`src/rtl/hpt_pkg.sv`:
```
package hpt_pkg;

  localparam int unsigned VSID_W      = 28;
  localparam int unsigned ENTRY_SHIFT = 3;          // two 32-bit words per entry
  localparam logic [31:0] REF_BIT     = 32'h0000_0100;
  localparam logic [31:0] CHG_BIT     = 32'h0000_0080;

  typedef enum logic [1:0] {ST_IDLE, ST_TAG, ST_WORD1, ST_WB} walk_st_t;

  // Hash of segment id and page index; the secondary one is the complement.
  function automatic logic [31:0] hash_val(input logic [VSID_W-1:0] vsid,
                                           input logic [15:0] page,
                                           input logic sec);
    logic [31:0] h;
    h = ({4'b0, vsid} ^ {16'b0, page}) << 6;
    return sec ? ~h : h;
  endfunction

  function automatic logic [31:0] group_addr(input logic [15:0] base,
                                             input logic [8:0]  size,
                                             input logic [VSID_W-1:0] vsid,
                                             input logic [15:0] page,
                                             input logic sec);
    logic [31:0] mask;
    mask = {7'b0, size, 16'hFFC0};
    return {base, 16'h0000} | (hash_val(vsid, page, sec) & mask);
  endfunction

  function automatic logic [31:0] tag_word(input logic [VSID_W-1:0] vsid,
                                           input logic [15:0] page,
                                           input logic sec);
    logic [31:0] v;
    v = {4'b0, vsid} << 7;
    return 32'h8000_0000 | v | (sec ? 32'h0000_0040 : 32'h0) | {26'b0, page[15:10]};
  endfunction

  function automatic logic prot_read(input logic [2:0] code);
    return code != 3'd4;
  endfunction

  function automatic logic prot_write(input logic [2:0] code);
    case (code)
      3'd0, 3'd1, 3'd2, 3'd6: return 1'b1;
      default:                return 1'b0;
    endcase
  endfunction

endpackage

```
`src/rtl/hpt_addr_gen.sv`:
```
module hpt_addr_gen
  import hpt_pkg::*;
#(
  parameter int unsigned GROUP_ENTRIES = 8
) (
  input  logic [15:0]       tbl_base,
  input  logic [8:0]        tbl_size,
  input  logic [VSID_W-1:0] vsid,
  input  logic [15:0]       page,
  input  logic              sec,
  input  logic [$clog2(GROUP_ENTRIES)-1:0] idx,
  output logic [31:0]       word0_addr,
  output logic [31:0]       tag
);
  logic [31:0] grp;

  assign grp        = group_addr(tbl_base, tbl_size, vsid, page, sec);
  assign word0_addr = grp + (32'(idx) << ENTRY_SHIFT);
  assign tag        = tag_word(vsid, page, sec);
endmodule

```
`src/rtl/hpt_perm_dec.sv`:
```
module hpt_perm_dec
  import hpt_pkg::*;
(
  input  logic        key,
  input  logic [31:0] word1,
  input  logic [11:0] ea_off,
  output logic        rd_ok,
  output logic        wr_ok,
  output logic [31:0] word1_upd,
  output logic [31:0] pa_val
);
  logic [2:0] code;

  assign code      = {key, word1[1:0]};
  assign rd_ok     = prot_read(code);
  assign wr_ok     = prot_write(code);
  assign word1_upd = word1 | (rd_ok ? REF_BIT : 32'h0) | (wr_ok ? CHG_BIT : 32'h0);
  assign pa_val    = {word1[31:12], ea_off};
endmodule

```
`src/rtl/hpt_walker.sv`:
```
module hpt_walker
  import hpt_pkg::*;
#(
  parameter int unsigned GROUP_ENTRIES = 8
) (
  input  logic              clk,
  input  logic              rst_n,
  input  logic              start,
  input  logic [31:0]       ea,
  input  logic [VSID_W-1:0] vsid,
  input  logic              key_user,
  input  logic              key_sup,
  input  logic              user_mode,
  input  logic [31:0]       tbl,
  output logic              busy,
  output logic              done,
  output logic              fault,
  output logic [31:0]       pa,
  output logic              may_rd,
  output logic              may_wr,
  output logic              mem_req,
  output logic              mem_we,
  output logic [31:0]       mem_addr,
  output logic [31:0]       mem_wdata,
  input  logic              mem_ack,
  input  logic [31:0]       mem_rdata
);
  localparam int unsigned IDX_W = $clog2(GROUP_ENTRIES);
  localparam logic [IDX_W-1:0] LAST_IDX = IDX_W'(GROUP_ENTRIES - 1);

  walk_st_t          st;
  logic [15:0]       page_q;
  logic [11:0]       off_q;
  logic [VSID_W-1:0] vsid_q;
  logic [15:0]       base_q;
  logic [8:0]        size_q;
  logic              key_q;
  logic              sec_q;
  logic [IDX_W-1:0]  idx_q;
  logic [31:0]       upd_q;
  logic [31:0]       pa_q;
  logic              rd_q, wr_q, done_q, fault_q;

  logic [31:0] word0_addr, tag_v, upd_v, pa_v;
  logic        rd_ok, wr_ok;

  // named events used by the logic below and by the checker
  logic accept, xfer, tag_hit, tag_miss, entry_skip, advance, last_entry, need_wb;
  logic unused_bits;

  assign unused_bits = ^{ea[31:28], tbl[15:9]};

  hpt_addr_gen #(.GROUP_ENTRIES(GROUP_ENTRIES)) addr_i (
    .tbl_base(base_q), .tbl_size(size_q), .vsid(vsid_q), .page(page_q),
    .sec(sec_q), .idx(idx_q), .word0_addr(word0_addr), .tag(tag_v)
  );

  hpt_perm_dec perm_i (
    .key(key_q), .word1(mem_rdata), .ea_off(off_q), .rd_ok(rd_ok),
    .wr_ok(wr_ok), .word1_upd(upd_v), .pa_val(pa_v)
  );

  assign accept     = start && (st == ST_IDLE);
  assign xfer       = mem_req && mem_ack;
  assign tag_hit    = (st == ST_TAG) && xfer && (mem_rdata == tag_v);
  assign tag_miss   = (st == ST_TAG) && xfer && (mem_rdata != tag_v);
  assign entry_skip = (st == ST_WORD1) && xfer && !rd_ok;
  assign advance    = tag_miss || entry_skip;
  assign last_entry = (idx_q == LAST_IDX);
  assign need_wb    = (upd_v != mem_rdata);

  assign mem_req   = (st != ST_IDLE);
  assign mem_we    = (st == ST_WB);
  assign mem_addr  = (st == ST_TAG) ? word0_addr : word0_addr + 32'd4;
  assign mem_wdata = upd_q;

  assign busy   = (st != ST_IDLE);
  assign done   = done_q;
  assign fault  = fault_q;
  assign pa     = pa_q;
  assign may_rd = rd_q;
  assign may_wr = wr_q;

  always_ff @(posedge clk or negedge rst_n) begin
    if (!rst_n) begin
      st      <= ST_IDLE;
      page_q  <= '0;
      off_q   <= '0;
      vsid_q  <= '0;
      base_q  <= '0;
      size_q  <= '0;
      key_q   <= 1'b0;
      sec_q   <= 1'b0;
      idx_q   <= '0;
      upd_q   <= '0;
      pa_q    <= '0;
      rd_q    <= 1'b0;
      wr_q    <= 1'b0;
      done_q  <= 1'b0;
      fault_q <= 1'b0;
    end else begin
      done_q <= 1'b0;
      unique case (st)
        ST_IDLE: begin
          if (accept) begin
            page_q  <= ea[27:12];
            off_q   <= ea[11:0];
            vsid_q  <= vsid;
            base_q  <= tbl[31:16];
            size_q  <= tbl[8:0];
            key_q   <= user_mode ? key_user : key_sup;
            sec_q   <= 1'b0;
            idx_q   <= '0;
            pa_q    <= '0;
            rd_q    <= 1'b0;
            wr_q    <= 1'b0;
            fault_q <= 1'b0;
            st      <= ST_TAG;
          end
        end
        ST_TAG: begin
          if (tag_hit) st <= ST_WORD1;
        end
        ST_WORD1: begin
          if (xfer && rd_ok) begin
            pa_q <= pa_v;
            rd_q <= 1'b1;
            wr_q <= wr_ok;
            if (need_wb) begin
              upd_q <= upd_v;
              st    <= ST_WB;
            end else begin
              done_q <= 1'b1;
              st     <= ST_IDLE;
            end
          end
        end
        ST_WB: begin
          if (xfer) begin
            done_q <= 1'b1;
            st     <= ST_IDLE;
          end
        end
        default: st <= ST_IDLE;
      endcase

      if (advance) begin
        if (!last_entry) begin
          idx_q <= idx_q + IDX_W'(1);
          st    <= ST_TAG;
        end else if (!sec_q) begin
          sec_q <= 1'b1;
          idx_q <= '0;
          st    <= ST_TAG;
        end else begin
          done_q  <= 1'b1;
          fault_q <= 1'b1;
          st      <= ST_IDLE;
        end
      end
    end
  end
endmodule

```
`config.mk`:
```
export PLATFORM = sky130hd
export DESIGN_NAME = hpt_walker
export DESIGN_NICKNAME = d
export VERILOG_FILES = /design/src/rtl/hpt_pkg.sv /design/src/rtl/hpt_addr_gen.sv /design/src/rtl/hpt_perm_dec.sv /design/src/rtl/hpt_walker.sv
export SDC_FILE = /design/constraint.sdc
export NUM_CORES = 1
export LEC_CHECK = 0
export ABC_AREA = 0
export BUFFER_PORTS_ARGS = -buffer_cell sky130_fd_sc_hd__buf_2
export CAP_MARGIN = 20
export CORE_UTILIZATION = 40
export DETAILED_ROUTE_END_ITERATION = 12
export PLACE_DENSITY = 0.66
export SKIP_LAST_GASP = 1
export SLEW_MARGIN = 20
export SYNTH_ARGS = -nofsm -noshare
export SYNTH_HDL_FRONTEND = slang
export SYNTH_SLANG_ARGS = --single-unit
```
`constraint.sdc`:
```
create_clock -name clk -period 2.6 [get_ports clk]
set_input_delay 0.39 -clock clk [delete_from_list [all_inputs] [get_ports clk]]
set_output_delay 0.39 -clock clk [all_outputs]
set_load 0.1 [all_outputs]
```
Word-level counts from Yosys, hierarchy flattened:

Cells that the tools add are included.

* $add $sub $neg: 3
* equal/unequal tests: 17
* mux-type cells: 46
* bitwise logic cells: 8
* reductions and logical operators: 19

Operators with widths (number)
* 2-to-1 mux 32 bit: 4
* bitwise OR 32 bit: 3
* != test 32 bit: 2
* case mux 32 bit (2 select lines): 1
* adder 32 x 3 -> 32 bit (second input constant): 1
* adder 32 x 6 -> 32 bit: 1
* AND 32 x 25 -> 32 bit: 1
* == test 32 bit: 1
* inverter 32 bit: 1
* bitwise OR 32 x 6 -> 32 bit: 1
* bitwise OR 32 x 7 -> 32 bit: 1
* XOR 26 x 16 -> 26 bit: 1
* 2-to-1 mux 1 bit: 23
* 2-to-1 mux 3 bit: 5
* 2-to-1 mux 2 bit: 6
* 2-to-1 mux 9 bit: 1
* != test 3 bit (second input constant): 3
* logical AND 1 bit: 8
* 2-to-1 mux 8 bit: 1
* case mux 2 bit (4 select lines): 1
* 2-to-1 mux 7 bit: 1
* == test 3 bit (second input constant): 2
* case mux 1 bit (2 select lines): 3
* AND reduction 3 bit: 2
* 17 further kinds: 19

* bits in registers: 154
* input port bits: 131
* output and inout port bits: 103

Depth between registers and ports, before layout:

* depth in word-level cells: 12
* mapped depth: 8
* depth with buffers taken out: 6

Cells and area by module:

Synthesis repeated with hierarchy kept, for this count alone.

* cells, all modules: 938
* area, all modules: 8697.1 um^2

By module, submodules not included
* hpt_walker: instances 1, cells each 784, area each 7424.6 um^2, sequential area each 3903.7 um^2
* hpt_addr_gen: instances 1, cells each 87, area each 775.7 um^2, sequential area each 0.0 um^2
* hpt_perm_dec: instances 1, cells each 67, area each 496.7 um^2, sequential area each 0.0 um^2

Least setup slack after synthesis:

No wires, ideal clock.

* path type: flip-flop to output port
* start point: register sec_q
* end point: output port mem_addr[10]
* arrival time: 2.577 ns
* path slack: -0.367 ns
* stages on the path, launching flop included: 5
* buffers on the path: 3
* path through: dfrtp_1 buf_6 clkbuf_1 buf_2 xnor2_1

* cells in the longest elaborated chain, start to end: 6

RTL lines
* start: declaration: RTL line hpt_walker.sv:38 `logic sec_q;`
* start signal: assignment: RTL line hpt_walker.sv:93 `sec_q <= 1'b0;`
* start signal: assignment: RTL line hpt_walker.sv:112 `sec_q <= 1'b0;`
* start signal: assignment: RTL line hpt_walker.sv:152 `sec_q <= 1'b1;`
* 2-to-1 mux 32 bit (*): RTL line hpt_pkg.sv:16 `return sec ? ~h : h;`
* AND 32 x 25 -> 32 bit (*): RTL line hpt_pkg.sv:26 `return {base, 16'h0000} | (hash_val(vsid, page, sec) & mask);`
* bitwise OR 32 bit (*): RTL line hpt_pkg.sv:26
* adder 32 x 6 -> 32 bit (*): RTL line hpt_addr_gen.sv:18 `assign word0_addr = grp + (32'(idx) << ENTRY_SHIFT);`
* adder 32 x 3 -> 32 bit: RTL line hpt_walker.sv:74 `assign mem_addr = (st == ST_TAG) ? word0_addr : word0_addr + 32'd4;`
* 2-to-1 mux 32 bit (*): RTL line hpt_walker.sv:74
* end: declaration: RTL line hpt_walker.sv:23 `output logic [31:0] mem_addr,`

Every way passes the cells marked *; elsewhere a longest branch is shown, timed or not.

Final worst setup path:

* start point: register vsid_q[5]
* end point: register idx_q[2]

* cells in the longest elaborated chain, start to end: 6

RTL lines
* start: declaration: RTL line hpt_walker.sv:34 `logic [VSID_W-1:0] vsid_q;`
* start signal: assignment: RTL line hpt_walker.sv:108 `vsid_q <= vsid;`
* bitwise OR 32 x 7 -> 32 bit: RTL line hpt_pkg.sv:34 `return 32'h8000_0000 | v | (sec ? 32'h0000_0040 : 32'h0) | {26'b0, page[15:10]};`
* bitwise OR 32 x 6 -> 32 bit: RTL line hpt_pkg.sv:34
* != test 32 bit: RTL line hpt_walker.sv:66 `assign tag_miss = (st == ST_TAG) && xfer && (mem_rdata != tag_v);`
* logical AND 1 bit: RTL line hpt_walker.sv:66
* logical OR 1 bit: RTL line hpt_walker.sv:68 `assign advance = tag_miss || entry_skip;`
* 2-to-1 mux 3 bit: RTL line hpt_walker.sv:147 `if (advance) begin`
* end signal: assignment: RTL line hpt_walker.sv:149 `idx_q <= idx_q + IDX_W'(1);`
* end: declaration: RTL line hpt_walker.sv:39 `logic [IDX_W-1:0] idx_q;`

No other way between the ends.
A chain may end at the register's enable or synchronous reset.

==> impl_metrics.tcl <==
set metrics [dict create \
    cts_tree "yes" \
    io_buffers 216 \
    async_flop_share 1.00 \
    hold_viol_final 0 \
    fin_crit_sh 0.859 \
    met1_usage 0.282 \
    ir_drop_uv 1210 \
    start_util 0.408 \
    stdcell_count 1138 \
    fmax_ghz 0.448 \
    antenna_found_initial 3 \
    grt_pass1_wl_um 28900 \
    critical-path-slowest-cell "or4_1" \
    grt_use_total 0.218 \
    use_met3 0.0607 \
    core-area_um2 16500 \
    avgSynthCellArea_um2 9.59 \
    path_clk_slew_ns 0.06 \
    cts_num_sinks 152 \
    postLayoutCoreUtil 0.538 \
    dr.pass1.iters 4 \
    drive_gt1_frac 0.301 \
    grt_setup_unrepaired "no" \
    syn_inst 702 \
    antenna_cells 0 \
    hold_ws_ns 0.157 \
    drc_errors 0 \
    grt_max_degree 68 \
    numCtsBuffers 17 \
    wl_per_cell_um 15.6 \
    preCtsSetupSlack_ns 0.234 \
    critPathLaunchType "flip-flop" \
    fin_nets 1038 \
    dpl.hpwl_um 12800 \
    synth-seq-area-share 0.565 \
    setup_violations 0 \
    fin_skew_ns 0.00822 \
    gr-max-usage-layer "met2" \
    worst_slack_ns 0.368 \
    synth-edff-count 0 \
    cp.required_ns 2.88 \
    n_fill_cell 1521 \
    worstSetupEndpointType "flip-flop" \
    io_pins 234 \
    post-cts-setup-buffers 0 \
    ant_nets 0 \
    htreeDepth 4 \
    chipHeight_um 132 \
    status "finished clean" \
    area_delta_synth_final_pct 32.1 \
    drt_iter0_markers 225 \
    vias 5326 \
    cts_buffer_depth 2 \
    cp.arrival_ns 2.51 \
    maxCapViolCount 0 \
    final_cell_mix "nand2_1, buf_2, dfrtp_1, xnor2_1, o21ai_0" \
    numPlacedInstances 1105 \
    yosys_warnings 0 \
    overflow 0 \
    placement_rows 47 \
    path_class "flip-flop to flip-flop" \
    met2_usage 0.352 \
    period_needed_ns 2.23 \
    layout_commonest_cell "nand2_1" \
    slew_headroom 0.589 \
    worstMarginPinSlew_ns 0.616 \
    synth_cell_types 36 \
    hold_class "primary input to flip-flop" \
    grt_pass1_vias 5436 \
    dieArea_um2 17400 \
    viasPerCell 4.68 \
    cpPeakStageDelay_ns 0.55 \
    root_buffer "clkbuf_16" \
    die_w_um 132 \
    synth_seq_cells 152 \
    power.density_nw_per_um2 1440 \
    critPathMaxFanout 6 \
    synth_area_um2 6740 \
    clkLatencyLatePin_ns 0.42 \
    gp_congestion 0.775 \
    finalPower_mw 12.8 \
    cp_cell_sequence "xnor2_1 -> nand4_1 -> or4_1 -> or2_4 -> a21oi_4 -> o311ai_1" \
    wl_um 17700 \
    p_leak_nw 4.79 \
    drv_slew 0 \
    ys.flop_type "dfrtp_1" \
]
-- stage by stage --
stage / cell area (um^2) / TNS [ns]
after floorplan: 6740 / -3.45
after global placement: 8300 / 0
after detailed placement: 8300 / 0
after CTS: 8900 / 0
after global routing: 8900 / 0
final: 8900 / 0
-- worst max-delay path, delay by kind of cell (launching register included) --
kind             cells  cell delay [ns]
XOR/XNOR             1             0.32
AO/OA/AOI/OAI        2             0.35
flip-flops           1             0.45
AND/OR/NAND/NOR      3             0.98
-- sequential cells by signal (all words and copies together), names as in the netlist, 2 cells and up --
signal / flops
size_q: 9
page_q: 16
mem_wdata: 32
off_q: 12
vsid_q: 24
st: 2
pa: 32
idx_q: 3
base_q: 16
-- path summary, 6_finish.rpt --
kind | startpoint | to | slack (ns) | depth (start not counted)
setup / recovery | vsid_q[5] | idx_q[2] | 0.37 | 6
hold / removal | tbl[18] | base_q[2] | 0.16 | 3
setup reg to reg | vsid_q[5] | idx_q[2] | 0.37 | 6
hold reg to reg | mem_wdata[8] | mem_wdata[8] | 0.46 | 1
max in group asynchronous | rst_n | size_q[1] | 1.38 | 3
min in group asynchronous | rst_n | pa[8] | 0.54 | 2
-- synthesized netlist by cell type, types with 3 or more instances --
| library cell | instances | area (um^2) |
|---|---|---|
| nand2_1 | 304 | 1140 |
| dfrtp_1 | 152 | 3800 |
| xnor2_1 | 46 | 403 |
| o21ai_0 | 37 | 185 |
| clkbuf_1 | 26 | 97.6 |
| mux2_1 | 20 | 225 |
| xor2_1 | 19 | 166 |
| a21o_1 | 10 | 75.1 |
| buf_4 | 10 | 75.1 |
| mux2_2 | 10 | 113 |
| nand4_1 | 8 | 50.1 |
| buf_2 | 6 | 30.0 |
| nand3_1 | 6 | 30.0 |
| inv_1 | 5 | 18.8 |
| nor4_1 | 5 | 31.3 |
| o21ai_1 | 5 | 25.0 |
| buf_6 | 4 | 45.0 |
| nor2_1 | 4 | 15.0 |
| nand2b_1 | 3 | 18.8 |
| o311ai_1 | 3 | 26.3 |
-- metal layers --
metal / part of all wire / wire length [um]
met5: 0.0022 / 39
met3: 0.056 / 993
met2: 0.48 / 8550
met4: 0.011 / 192
met1: 0.45 / 7940
-- cells by family (layout without fill, tap and decap cells) --
family          after synthesis  in the layout  share of synthesized area
other cells                   1              2                   0.000557
xor+xnor                     66             66                     0.0869
flops                       152            152                      0.565
simple gates                338            338                      0.199
compound gates               61             61                     0.0542
buf+inv                      51            266                     0.0396
fa+ha+maj                     2              2                    0.00371
mux                          31             31                     0.0516
-- final cells by class --
cell class / count / area, um^2 / area share
Clock buffer: 21 / 470 / 0.0529
Clock inverter: 11 / 121 / 0.0136
Inverter: 5 / 18.8 / 0.00211
Multi-Input combinational cell: 500 / 2690 / 0.302
Sequential cell: 152 / 3800 / 0.428
Tap cell: 220 / 275 / 0.0309
Timing Repair Buffer: 229 / 1520 / 0.171
-- report_power, final --
group | switching (mW) | internal (mW) | total [mW] | leakage, nW
Combinational | 4.57 | 2.29 | 6.86 | 2.50
Clock | 0.967 | 1.49 | 2.46 | 0.289
Sequential | 0.494 | 2.98 | 3.47 | 2.00
-- what timing repair did --
item                                   CTS  global route
resized for setup                        0             0
setup endpoints to repair                0             0
endpoints found under the hold margin   53             0
hold buffers                             1             0
No activity file was read; power rests on OpenSTA's default activity.
